## src/rtl/twsl_pkg.sv

```systemverilog
package twsl_pkg;

  typedef enum logic [2:0] {
    ST_IDLE,
    ST_ADDR,
    ST_AACK,
    ST_WDAT,
    ST_WACK,
    ST_RDAT,
    ST_RACK
  } tws_state_e;

  // 7-bit device address with the strap field set to zero
  localparam logic [6:0] DEV_BASE = 7'b0101000;

endpackage

```

## src/rtl/twsl_sampler.sv

```systemverilog
module twsl_sampler #(
  parameter int STAGES = 2
) (
  input  logic clk,
  input  logic rst_n,
  input  logic scl_i,
  input  logic sda_i,
  output logic scl_lvl,
  output logic sda_lvl,
  output logic scl_rise,
  output logic scl_fall,
  output logic start,
  output logic stop
);

  localparam int NLINES = 2;

  logic [NLINES-1:0] raw;
  logic [NLINES-1:0] lvl;
  logic [NLINES-1:0] prv;

  assign raw = {sda_i, scl_i};

  for (genvar g = 0; g < NLINES; g++) begin : g_line
    logic [STAGES-1:0] sh_q;
    logic [STAGES-1:0] sh_d;
    logic              prev_q;

    always_comb begin
      sh_d = {sh_q[STAGES-2:0], raw[g]};
    end

    always_ff @(posedge clk or negedge rst_n) begin
      if (!rst_n) begin
        sh_q   <= '1;
        prev_q <= 1'b1;
      end else begin
        sh_q   <= sh_d;
        prev_q <= sh_q[STAGES-1];
      end
    end

    assign lvl[g] = sh_q[STAGES-1];
    assign prv[g] = prev_q;
  end

  assign scl_lvl  = lvl[0];
  assign sda_lvl  = lvl[1];
  assign scl_rise = lvl[0] & ~prv[0];
  assign scl_fall = ~lvl[0] & prv[0];
  assign start    = lvl[0] & prv[0] & prv[1] & ~lvl[1];
  assign stop     = lvl[0] & prv[0] & ~prv[1] & lvl[1];

endmodule

```

## src/rtl/twsl_recover.sv

```systemverilog
module twsl_recover #(
  parameter int CLOCKS = 9
) (
  input  logic clk,
  input  logic rst_n,
  input  logic clr,
  input  logic start,
  input  logic stop,
  input  logic scl_rise,
  input  logic sda_lvl,
  output logic recover
);

  localparam int CW = $clog2(CLOCKS + 1);
  localparam logic [CW-1:0] FULL = CW'(CLOCKS);

  logic [CW-1:0] cnt_q;
  logic [CW-1:0] cnt_d;

  always_comb begin
    cnt_d = cnt_q;
    if (clr || start || stop) begin
      cnt_d = '0;
    end else if (scl_rise) begin
      if (!sda_lvl)          cnt_d = '0;
      else if (cnt_q != FULL) cnt_d = cnt_q + CW'(1);
    end
  end

  always_ff @(posedge clk or negedge rst_n) begin
    if (!rst_n) cnt_q <= '0;
    else        cnt_q <= cnt_d;
  end

  assign recover = start & ~clr & (cnt_q == FULL);

endmodule

```

## src/rtl/twsl_engine.sv

```systemverilog
module twsl_engine
  import twsl_pkg::*;
#(
  parameter int ADDR_W   = 8,
  parameter int PIN_BITS = 3
) (
  input  logic                clk,
  input  logic                rst_n,
  input  logic                clr,
  input  logic                recover,
  input  logic                start,
  input  logic                stop,
  input  logic                scl_rise,
  input  logic                scl_fall,
  input  logic                scl_lvl,
  input  logic                sda_lvl,
  input  logic [PIN_BITS-1:0] pins,
  output logic                sda_drive,
  output logic [ADDR_W-1:0]   reg_addr,
  output logic                reg_wr,
  output logic [7:0]          reg_wdata,
  output logic                reg_rd,
  input  logic [7:0]          reg_rdata
);

  localparam logic [3:0] LAST_BIT = 4'd8;

  tws_state_e        st_q, st_d;
  logic [3:0]        cnt_q, cnt_d;
  logic [7:0]        sh_q, sh_d;
  logic [ADDR_W-1:0] ptr_q, ptr_d;
  logic              drive_q, drive_d;
  logic              rw_q, rw_d;
  logic              first_q, first_d;
  logic              ack_q, ack_d;
  logic              fetch, wr;
  logic              addr_hit;

  assign addr_hit = (sh_q[7:PIN_BITS+1] == DEV_BASE[6:PIN_BITS]) &&
                    (sh_q[PIN_BITS:1] == pins);

  always_comb begin
    st_d    = st_q;
    cnt_d   = cnt_q;
    sh_d    = sh_q;
    ptr_d   = ptr_q;
    drive_d = drive_q;
    rw_d    = rw_q;
    first_d = first_q;
    ack_d   = ack_q;
    fetch   = 1'b0;
    wr      = 1'b0;
    if (clr || recover) begin
      st_d    = ST_IDLE;
      cnt_d   = '0;
      ptr_d   = '0;
      drive_d = 1'b0;
      first_d = 1'b1;
    end else if (start) begin
      st_d    = ST_ADDR;
      cnt_d   = '0;
      drive_d = 1'b0;
      first_d = 1'b1;
    end else if (stop) begin
      st_d    = ST_IDLE;
      drive_d = 1'b0;
    end else begin
      case (st_q)
        ST_ADDR, ST_WDAT: begin
          if (scl_rise) begin
            sh_d  = {sh_q[6:0], sda_lvl};
            cnt_d = cnt_q + 4'd1;
          end else if (scl_fall && cnt_q == LAST_BIT) begin
            if (st_q == ST_ADDR) begin
              if (addr_hit) begin
                st_d    = ST_AACK;
                drive_d = 1'b1;
                rw_d    = sh_q[0];
              end else begin
                st_d = ST_IDLE;
              end
            end else begin
              st_d    = ST_WACK;
              drive_d = 1'b1;
              if (first_q) begin
                ptr_d   = ADDR_W'(sh_q);
                first_d = 1'b0;
              end else begin
                wr    = 1'b1;
                ptr_d = ptr_q + ADDR_W'(1);
              end
            end
          end
        end
        ST_AACK: begin
          if (scl_fall) begin
            cnt_d = '0;
            if (rw_q) begin
              fetch = 1'b1;
            end else begin
              st_d    = ST_WDAT;
              drive_d = 1'b0;
            end
          end
        end
        ST_WACK: begin
          if (scl_fall) begin
            st_d    = ST_WDAT;
            drive_d = 1'b0;
            cnt_d   = '0;
          end
        end
        ST_RDAT: begin
          if (scl_rise) begin
            cnt_d = cnt_q + 4'd1;
          end else if (scl_fall) begin
            if (cnt_q == LAST_BIT) begin
              st_d    = ST_RACK;
              drive_d = 1'b0;
              ptr_d   = ptr_q + ADDR_W'(1);
            end else begin
              drive_d = ~sh_q[6];
              sh_d    = {sh_q[6:0], 1'b0};
            end
          end
        end
        ST_RACK: begin
          if (scl_rise) begin
            ack_d = ~sda_lvl;
          end else if (scl_fall) begin
            if (ack_q) fetch = 1'b1;
            else       st_d = ST_IDLE;
          end
        end
        default: ;
      endcase
      if (fetch) begin
        st_d    = ST_RDAT;
        sh_d    = reg_rdata;
        drive_d = ~reg_rdata[7];
        cnt_d   = '0;
      end
    end
  end

  always_ff @(posedge clk or negedge rst_n) begin
    if (!rst_n) begin
      st_q    <= ST_IDLE;
      cnt_q   <= '0;
      sh_q    <= '0;
      ptr_q   <= '0;
      drive_q <= 1'b0;
      rw_q    <= 1'b0;
      first_q <= 1'b1;
      ack_q   <= 1'b0;
    end else begin
      st_q    <= st_d;
      cnt_q   <= cnt_d;
      sh_q    <= sh_d;
      ptr_q   <= ptr_d;
      drive_q <= drive_d;
      rw_q    <= rw_d;
      first_q <= first_d;
      ack_q   <= ack_d;
    end
  end

  assign sda_drive = drive_q;
  assign reg_addr  = ptr_q;
  assign reg_wr    = wr;
  assign reg_wdata = sh_q;
  assign reg_rd    = fetch;

  // a plain start opens the address phase
  assert_start_addr_R7: assert property (@(posedge clk) disable iff (!rst_n || clr)
    (start && !recover) |=> (st_q == ST_ADDR));

  // a stop returns the engine to idle
  assert_stop_idle_R7: assert property (@(posedge clk) disable iff (!rst_n || clr)
    stop |=> (st_q == ST_IDLE));

  // recovery clears state and pointer
  assert_recover_clear_R8: assert property (@(posedge clk) disable iff (!rst_n || clr)
    recover |=> (st_q == ST_IDLE && ptr_q == '0));

  // write and fetch strobes never overlap
  assert_rw_excl_R5: assert property (@(posedge clk) disable iff (!rst_n)
    !(reg_wr && reg_rd));

  // each register write advances the pointer
  assert_ptr_step_R4: assert property (@(posedge clk) disable iff (!rst_n || clr)
    reg_wr |=> (reg_addr == $past(reg_addr) + ADDR_W'(1)));

  // the data drive only moves while the clock line is low
  assert_sda_quiet_R10: assert property (@(posedge clk) disable iff (!rst_n || clr)
    (drive_q != $past(drive_q)) |-> !scl_lvl);

endmodule

```

## src/rtl/strap_tws_slave.sv

```systemverilog
module strap_tws_slave #(
  parameter int ADDR_W         = 8,
  parameter int PIN_BITS       = 3,
  parameter int SYNC_STAGES    = 2,
  parameter int RECOVER_CLOCKS = 9
) (
  input  logic                clk,
  input  logic                rst_n,
  input  logic                hard_rst_n,
  input  logic                scl_i,
  input  logic                sda_i,
  input  logic [PIN_BITS-1:0] addr_pins,
  output logic                sda_oe,
  output logic [ADDR_W-1:0]   reg_addr,
  output logic                reg_wr,
  output logic [7:0]          reg_wdata,
  output logic                reg_rd,
  input  logic [7:0]          reg_rdata
);

  logic [SYNC_STAGES-1:0] hard_sh_q;
  logic                   hard_ok;
  logic                   clr;
  logic                   scl_lvl, sda_lvl, scl_rise, scl_fall, start, stop;
  logic                   recover;
  logic                   sda_drive;

  always_ff @(posedge clk or negedge rst_n) begin
    if (!rst_n) hard_sh_q <= '0;
    else        hard_sh_q <= {hard_sh_q[SYNC_STAGES-2:0], hard_rst_n};
  end

  assign hard_ok = hard_sh_q[SYNC_STAGES-1];
  assign clr     = ~hard_ok;

  twsl_sampler #(.STAGES(SYNC_STAGES)) u_sampler (
    .clk      (clk),
    .rst_n    (rst_n),
    .scl_i    (scl_i),
    .sda_i    (sda_i),
    .scl_lvl  (scl_lvl),
    .sda_lvl  (sda_lvl),
    .scl_rise (scl_rise),
    .scl_fall (scl_fall),
    .start    (start),
    .stop     (stop)
  );

  twsl_recover #(.CLOCKS(RECOVER_CLOCKS)) u_recover (
    .clk      (clk),
    .rst_n    (rst_n),
    .clr      (clr),
    .start    (start),
    .stop     (stop),
    .scl_rise (scl_rise),
    .sda_lvl  (sda_lvl),
    .recover  (recover)
  );

  twsl_engine #(.ADDR_W(ADDR_W), .PIN_BITS(PIN_BITS)) u_engine (
    .clk       (clk),
    .rst_n     (rst_n),
    .clr       (clr),
    .recover   (recover),
    .start     (start),
    .stop      (stop),
    .scl_rise  (scl_rise),
    .scl_fall  (scl_fall),
    .scl_lvl   (scl_lvl),
    .sda_lvl   (sda_lvl),
    .pins      (addr_pins),
    .sda_drive (sda_drive),
    .reg_addr  (reg_addr),
    .reg_wr    (reg_wr),
    .reg_wdata (reg_wdata),
    .reg_rd    (reg_rd),
    .reg_rdata (reg_rdata)
  );

  // The raw pin gates the pull-down so release does not wait for the synchronizer
  assign sda_oe = sda_drive & hard_rst_n;

  // a synchronized hard reset always leaves the line released
  assert_hard_quiet_R9: assert property (@(posedge clk) disable iff (!rst_n)
    !hard_ok |-> !sda_oe);

endmodule

```

## config.mk

```make
export PLATFORM = sky130hd
export DESIGN_NAME = strap_tws_slave
export DESIGN_NICKNAME = d
export VERILOG_FILES = /design/src/rtl/twsl_pkg.sv /design/src/rtl/twsl_sampler.sv /design/src/rtl/twsl_recover.sv /design/src/rtl/twsl_engine.sv /design/src/rtl/strap_tws_slave.sv
export SDC_FILE = /design/constraint.sdc
export NUM_CORES = 1
export LEC_CHECK = 0
export ABC_AREA = 1
export BUFFER_PORTS_ARGS = -buffer_cell sky130_fd_sc_hd__clkbuf_2
export CORE_AREA = 2 2 65 82
export CTS_CLUSTER_SIZE = 10
export DETAILED_ROUTE_END_ITERATION = 10
export DIE_AREA = 0 0 67 84
export GPL_TIMING_DRIVEN = 0
export PLACE_DENSITY = 0.87
export SYNTH_ARGS = -nofsm -noshare
export SYNTH_HDL_FRONTEND = slang
export SYNTH_HIERARCHICAL = 1
export SYNTH_SLANG_ARGS = --single-unit
export TNS_END_PERCENT = 50
```

## constraint.sdc

```tcl
create_clock -name clk -period 2.7 [get_ports clk]
set_input_delay 0.54 -clock clk [delete_from_list [all_inputs] [get_ports clk]]
set_output_delay 0.54 -clock clk [all_outputs]
set_load 0.005 [all_outputs]
```

==> flow_summary_export.csv, run 1 <==
group,metric,value,unit
cts,cts.clk_slew.worst_paths,0.08,ns
synth,synth_edf_count,0,
cts,cts-buffers-inserted,5,
cells_and_area,multiInputGateArea,1410,µm²
detailed_routing,routed_wl,6010,µm
global_route,grt_max_degree,40,
sta,finalCritPeriodShare,94.8,%
global_route,antenna_found_initial,0,
pwr,peakVddDrop,0.539,mV
cells_and_area,drive_gt1_share,22.3,%
critical_path,reg2regPathDepth,11,
critical_path,crit_path_end_kind,"output port",
cts,cts.hold.buffers_added,0,
global_route,grt.overflow.total,0,
detailed_routing,wl_per_cell,13.0,µm
sta,timing.final.crit_period,2.56,ns
cells_and_area,diodes,0,
cells_and_area,final_cell_mix,"nand2_1 (100), nand3_1 (45), inv_1 (43)",
cells_and_area,stdcell_count,462,
die,core,4930,µm²
sta,maxSlewViolCount,0,
synth,syn-cell-area,2580,µm²
sta,rsz0062_at_grt,"false",
synth,seq_area_frac_synth,38.1,%
critical_path,r2r-end,"u_engine/st_q[1]",
synth,synthArstFlopShare,100,%
critical_path,rr_startpoint,"u_sampler/g_line[1].sh_q[1]",
sta,tns,0,ns
sta,fin_ws,0.139,ns
synth,ys_types,38,
placement,io_buffers,34,
synth,ys_ff_latch,39,
cts,cts_setup_buffers,0,
die,pin_count,35,
cts,numClockSinks,39,
die,chipHeight,84,µm
die,die_w,67,µm
critical_path,cp_max_fo,8,
pwr,power,2.22,mW
cts,root_buffer,"clkbuf_8",
cells_and_area,nFillCells,467,
sta,fmax,390,MHz
critical_path,crit_arrival,2.02,ns
synth,netlist_instances,358,
sta,setup_viol,0,
pwr,power_density,749,nW/µm²
status,status,"completed",
sta,max_slew_margin,35.3,%
synth,avgSynthCellArea,7.22,µm²
global_route,grt_usage,23.3,%
cells_and_area,area_growth,14.9,%
detailed_routing,drt_iter0_drc,149,
sta,hold_viol,0,
cells_and_area,final_common_cell,"nand2_1",
hold_path,hp-class,"input pin to flip-flop",
die,die_area,5630,µm²
critical_path,r2r_setup_slack,0.27,ns
die,num_rows,29,
cts,clk_path_buf_depth,2,
global_route,grt_pass1_wl,10400,µm
synth,yosys_warnings,6,
detailed_routing,ant_nets,0,
detailed_routing,drcViolationCount,0,
detailed_routing,num_vias,2459,
synth,syn-num-nets,379,
cells_and_area,final_util,60.2,%
critical_path,critical_path_class,"flip-flop to output port",
cts,ctsHtreeMaxLevel,2,
cells_and_area,regArea,985,µm²
global_route,grt_pass1_vias,2448,
detailed_routing,via_per_inst,5.32,
critical_path,critPathLaunchType,"flip-flop",
placement,dp_hpwl,4540,µm
critical_path,critPathRequiredTime,2.16,ns
die,initial_core_util,52.4,%
run,max_cap_violations,0,
cts,cts_tree,"yes",
cells_and_area,fin_nets,420,
cts,clk_latency,0.29,ns
placement,dp_cells,454,
hold_path,min_from,"sda_i",
synth,ys.flop_type,"dfrtp_1",
sta,worst_slew_pin_slew,0.970,ns
detailed_routing,drt_pass1_iterations,5,
sta,finClkSkew,0.00952,ns
placement,place_ws,0.0208,ns
hold_path,min_to,"u_sampler/g_line[1].sh_q[0]",
critical_path,critPathLaunch,"u_sampler/g_line[1].sh_q[1]",
pwr,power.leakage,1.49,nW
placement,globalplace.congestion,0.944,
hold_path,holdPathStages,1,
cell type report:
type	instances	area share [%]
inverters	49	6.28
repair buffers	34	5.73
clock inverters	2	1.26
clock buffers	6	2.44
plain buffers	4	1.10
flip-flops and latches	39	33.2
multi-input cells	266	47.4
well taps	62	2.61
worst max-delay path: stages, from the launching register on:
cell	delay (ns)
dfstp_2	0.63
inv_1	0.06
nand2_1	0.07
nor2_2	0.07
inv_1	0.08
nor3_2	0.05
nor2_2	0.17
nand2_2	0.17
nor4_2	0.27
clkbuf_2	0.16
cell families after synthesis:
logic type / Yosys count / synth area share [%]
compound gates: 43 / 10.7
xor+xnor: 8 / 2.71
fa+ha+maj: 5 / 2.42
buf+inv: 53 / 8.47
flops: 39 / 38.1
mux: 3 / 1.16
simple gates: 207 / 36.4
per-layer routing:
metal	wire length (µm)	track usage (%)	vias up	share of wire (%)
li1	-	-	1233	-
met1	2630	29.7	1167	44
met2	3100	39.2	49	51
met3	200	3.24	10	3.3
met4	86	9.09	0	1.4
met5	0	0	-	0
registers in the layout, summed over array words and instances, names as in the netlist, 2 cells and up:
name and cells:
u_recover/cnt_q 4, u_engine/reg_wdata 8, u_sampler/g_line.sh_q 4, u_sampler/g_line.prev_q 2, u_engine/reg_addr 8, u_engine/cnt_q 4, hard_sh_q 2, u_engine/st_q 3
power by group:
| part | switching (mW) | total [mW] | leakage, nW | internal [mW] |
|---|---|---|---|---|
| registers | 0.138 | 0.831 | 0.498 | 0.693 |
| logic | 0.577 | 0.912 | 0.941 | 0.335 |
| clock network | 0.205 | 0.481 | 0.0514 | 0.276 |
| total | 0.920 | 2.22 | 1.49 | 1.30 |
per-stage QoR:
step           instance area, µm²  hold WS [ns]
6_report                     2970         0.324
3_5_place_dp                 2830         0.340
5_1_grt                      2970         0.306
4_1_cts                      2950         0.316
3_3_place_gp                 2830         0.332
2_1_floorplan                2580         0.244
how the worst max path moves through the flow:
stage,endpoint,slack (ns),cells past startpoint
after detailed placement,u_engine/st_q[1],0.02,13
after global placement,u_engine/st_q[0],0.04,13
after CTS,reg_wr,0.03,9
final,reg_wr,0.14,9
after floorplan,u_engine/st_q[2],0.41,13
after global routing,reg_wr,0.007,9
what timing repair did:
| action | in CTS | in global routing |
|---|---|---|
| gates cloned | 0 | 0 |
| gates resized for setup | 2 | 6 |
| setup endpoints to repair | 2 | 9 |
cell usage after synthesis, types with 2 or more instances:
| library cell | count | share of area [%] |
|---|---|---|
| buf_6 | 2 | 0.87 |
| nor3_1 | 4 | 0.77 |
| o22ai_1 | 2 | 0.48 |
| nand2_2 | 4 | 0.97 |
| a21oi_1 | 10 | 1.9 |
| inv_2 | 5 | 0.73 |
| o21ai_1 | 5 | 0.97 |
| nand2_1 | 101 | 15 |
| o21ai_0 | 14 | 2.7 |
| o211ai_1 | 2 | 0.58 |
| xor2_1 | 7 | 2.4 |
| mux2i_1 | 3 | 1.2 |
| ha_1 | 5 | 2.4 |
| nor2_4 | 3 | 1.3 |
| nor2_2 | 3 | 0.73 |
| buf_2 | 2 | 0.39 |
| nand3_1 | 45 | 8.7 |
| inv_1 | 43 | 6.2 |
| nor2_1 | 35 | 5.1 |
| dfstp_2 | 7 | 7.1 |
| dfrtp_1 | 32 | 31 |
| o21ai_2 | 5 | 1.7 |
| nand4_1 | 4 | 0.97 |
Note: power is estimated with default switching activity, not from simulation.
==> run 2, diff against run 1 <==
Settings changed: MAX_ROUTING_LAYER from default to met4.
==> run 2 against run 1 <==
Sequential cell count is the same. Setup slack lost 0.078 ns. Clock-buffer cell count is the same. Cell count grew 0.22%. Critical endpoint unchanged. Critical path depth is the same. Clock skew shrank 0.00091 ns. Final area shrank 0.25%. Clock power shrank 20%. Utilization shrank 0.15 points. Hold slack gained 0.0065 ns.
==> flow_summary_export.csv, run 2 (synthesis gave the netlist of run 1 again) <==
group,metric,value,unit
pwr,switching_power,0.923,mW
die,pin_count,35,
cts,cts.clk_slew.worst_paths,0.07,ns
sta,rsz0062_at_grt,"true",
placement,dp_hpwl,4700,µm
hold_path,hp-class,"input pin to flip-flop",
cts,ctsHtreeMaxLevel,2,
cells_and_area,multiInputGateArea,1420,µm²
critical_path,cp.depth,9,
cts,root_buffer,"clkbuf_8",
critical_path,crit_path_end_kind,"output port",
cells_and_area,final_common_cell,"nand2_1",
pwr,peakVddDrop,0.527,mV
critical_path,r2r_setup_slack,0.18,ns
pwr,p_int,1.21,mW
sta,finalCritPeriodShare,97.7,%
cts,cts_tree,"yes",
sta,max_slew_margin,35.3,%
critical_path,r2r-end,"u_engine/st_q[2]",
pwr,switching_share,43.3,%
detailed_routing,drt_iter0_drc,152,
cells_and_area,fin_nets,421,
detailed_routing,ant_nets,0,
critical_path,cp_max_fo,8,
sta,setup_viol,0,
critical_path,critPathLaunch,"u_sampler/g_line[1].sh_q[1]",
global_route,grt_usage,24.5,%
critical_path,rr_startpoint,"u_sampler/g_line[0].sh_q[1]",
critical_path,crit_top_cell,"inv_1",
sta,finClkSkew,0.00861,ns
die,num_rows,29,
placement,globalplace.congestion,0.888,
detailed_routing,drcViolationCount,0,
sta,worst_slew_pin_slew,0.971,ns
pwr,p_seq_share,39.1,%
critical_path,crit_chain,"inv_1 > nand2_1 > nor2_4 > inv_1 > nor3_1 > nor2_1 > nand2_2 > nor4_4 > clkbuf_2",
critical_path,critPathRequiredTime,2.16,ns
cells_and_area,nFillCells,487,
pwr,power,2.13,mW
detailed_routing,routed_wl,6160,µm
cells_and_area,stdcell_count,463,
detailed_routing,via_per_inst,5.40,
run,max_cap_violations,0,
status,status,"completed",
pwr,p_clk_share,18.0,%
sta,fmax,379,MHz
placement,dp_cells,454,
cells_and_area,final_cell_mix,"nand2_1 (100), nand3_1 (45), inv_1 (43)",
pwr,power.leakage,1.49,nW
critical_path,crit_family,"simple AND/OR/NAND/NOR gates",
critical_path,cp_num_buf_inv,3,
critical_path,critical_path_class,"flip-flop to output port",
global_route,grt_pass1_vias,2394,
critical_path,reg2regPathDepth,11,
sta,hold_viol,0,
cells_and_area,drive_gt1_share,22.2,%
pwr,power_frac_comb,42.9,%
detailed_routing,wl_per_cell,13.3,µm
cells_and_area,regArea,985,µm²
die,chipHeight,84,µm
detailed_routing,num_vias,2502,
global_route,grt_pass1_wl,10400,µm
detailed_routing,drt_pass1_iterations,5,
cts,clk_path_buf_depth,2,
die,core,4930,µm²
global_route,antenna_found_initial,0,
pwr,power_density,721,nW/µm²
cts,numClockSinks,39,
critical_path,crit_arrival,2.10,ns
placement,io_buffers,34,
global_route,grt.overflow.total,0,
cts,clk_latency,0.29,ns
sta,tns,0,ns
cells_and_area,finalInstanceArea,2960,µm²
critical_path,critPathLaunchType,"flip-flop",
cells_and_area,diodes,0,
sta,maxSlewViolCount,0,
critical_path,slowest_delay,0.63,ns
global_route,grt_max_degree,40,
cells_and_area,area_growth,14.6,%
placement,placed_area,2830,µm²
die,initial_core_util,52.4,%
sta,holdWs,0.330,ns
die,die_w,67,µm
critical_path,endpoint,"reg_wr",
sta,timing.final.crit_period,2.64,ns
critical_path,crit_slowest_cell,"dfstp_2",
die,die_area,5630,µm²
cts,cts-buffers-inserted,5,
[run 2: worst min path at each step]
stage,startpoint,slack (ns),cells after the start,to
after detailed placement,u_sampler/g_line[1].sh_q[0],0.35,0,u_sampler/g_line[1].sh_q[1]
final,scl_i,0.33,1,u_sampler/g_line[0].sh_q[0]
after CTS,scl_i,0.32,1,u_sampler/g_line[0].sh_q[0]
after global placement,hard_sh_q[0],0.33,0,hard_sh_q[1]
after floorplan,rst_n,0.24,0,hard_sh_q[0]
after global routing,sda_i,0.31,1,u_sampler/g_line[1].sh_q[0]
[run 2: cell type report]
class / count / area share (%)
flip-flops and latches: 39 / 33.2
clock inverters: 2 / 0.422
plain buffers: 4 / 1.10
clock buffers: 6 / 2.45
inverters: 49 / 6.29
multi-input cells: 266 / 47.9
well taps: 62 / 2.62
repair buffers: 35 / 6.00
[run 2: through the flow]
| stage | utilization, % | setup WS, ns |
|---|---|---|
| after floorplan | - | 0.410 |
| after global placement | 57.4 | 0.0246 |
| after detailed placement | 57.4 | -0.0680 |
| after CTS | 59.5 | 0.0228 |
| after global routing | 60.0 | -0.0159 |
| final | 60.0 | 0.0610 |
[run 2: power by group through the flow]
stage / combinational (mW) / sequential, mW / clock [mW]
6_report: 0.916 / 0.834 / 0.384
5_1_grt: 1.03 / 0.849 / 0.423
4_1_cts: 0.901 / 0.831 / 0.398
3_5_place_dp: 0.894 / 0.842 / 0
3_3_place_gp: 0.863 / 0.833 / 0
2_1_floorplan: 0.664 / 0.804 / 0
[run 2: routing by layer]
| layer | wire length (µm) | global-route usage [%] | part of all wire [%] | vias to the layer above |
|---|---|---|---|---|
| li1 | - | - | - | 1241 |
| met1 | 2580 | 30.0 | 42 | 1168 |
| met2 | 3160 | 39.6 | 51 | 80 |
| met3 | 291 | 3.37 | 4.7 | 13 |
| met4 | 129 | 10.8 | 2.1 | 0 |
| met5 | 0 | - | 0 | - |
[run 2: repair_timing]
item,4_1_cts,5_1_grt
endpoints found under the setup margin,5,9
buffers inserted,1,0
hold buffers,0,0
resized for setup,2,7
pin swaps,1,0
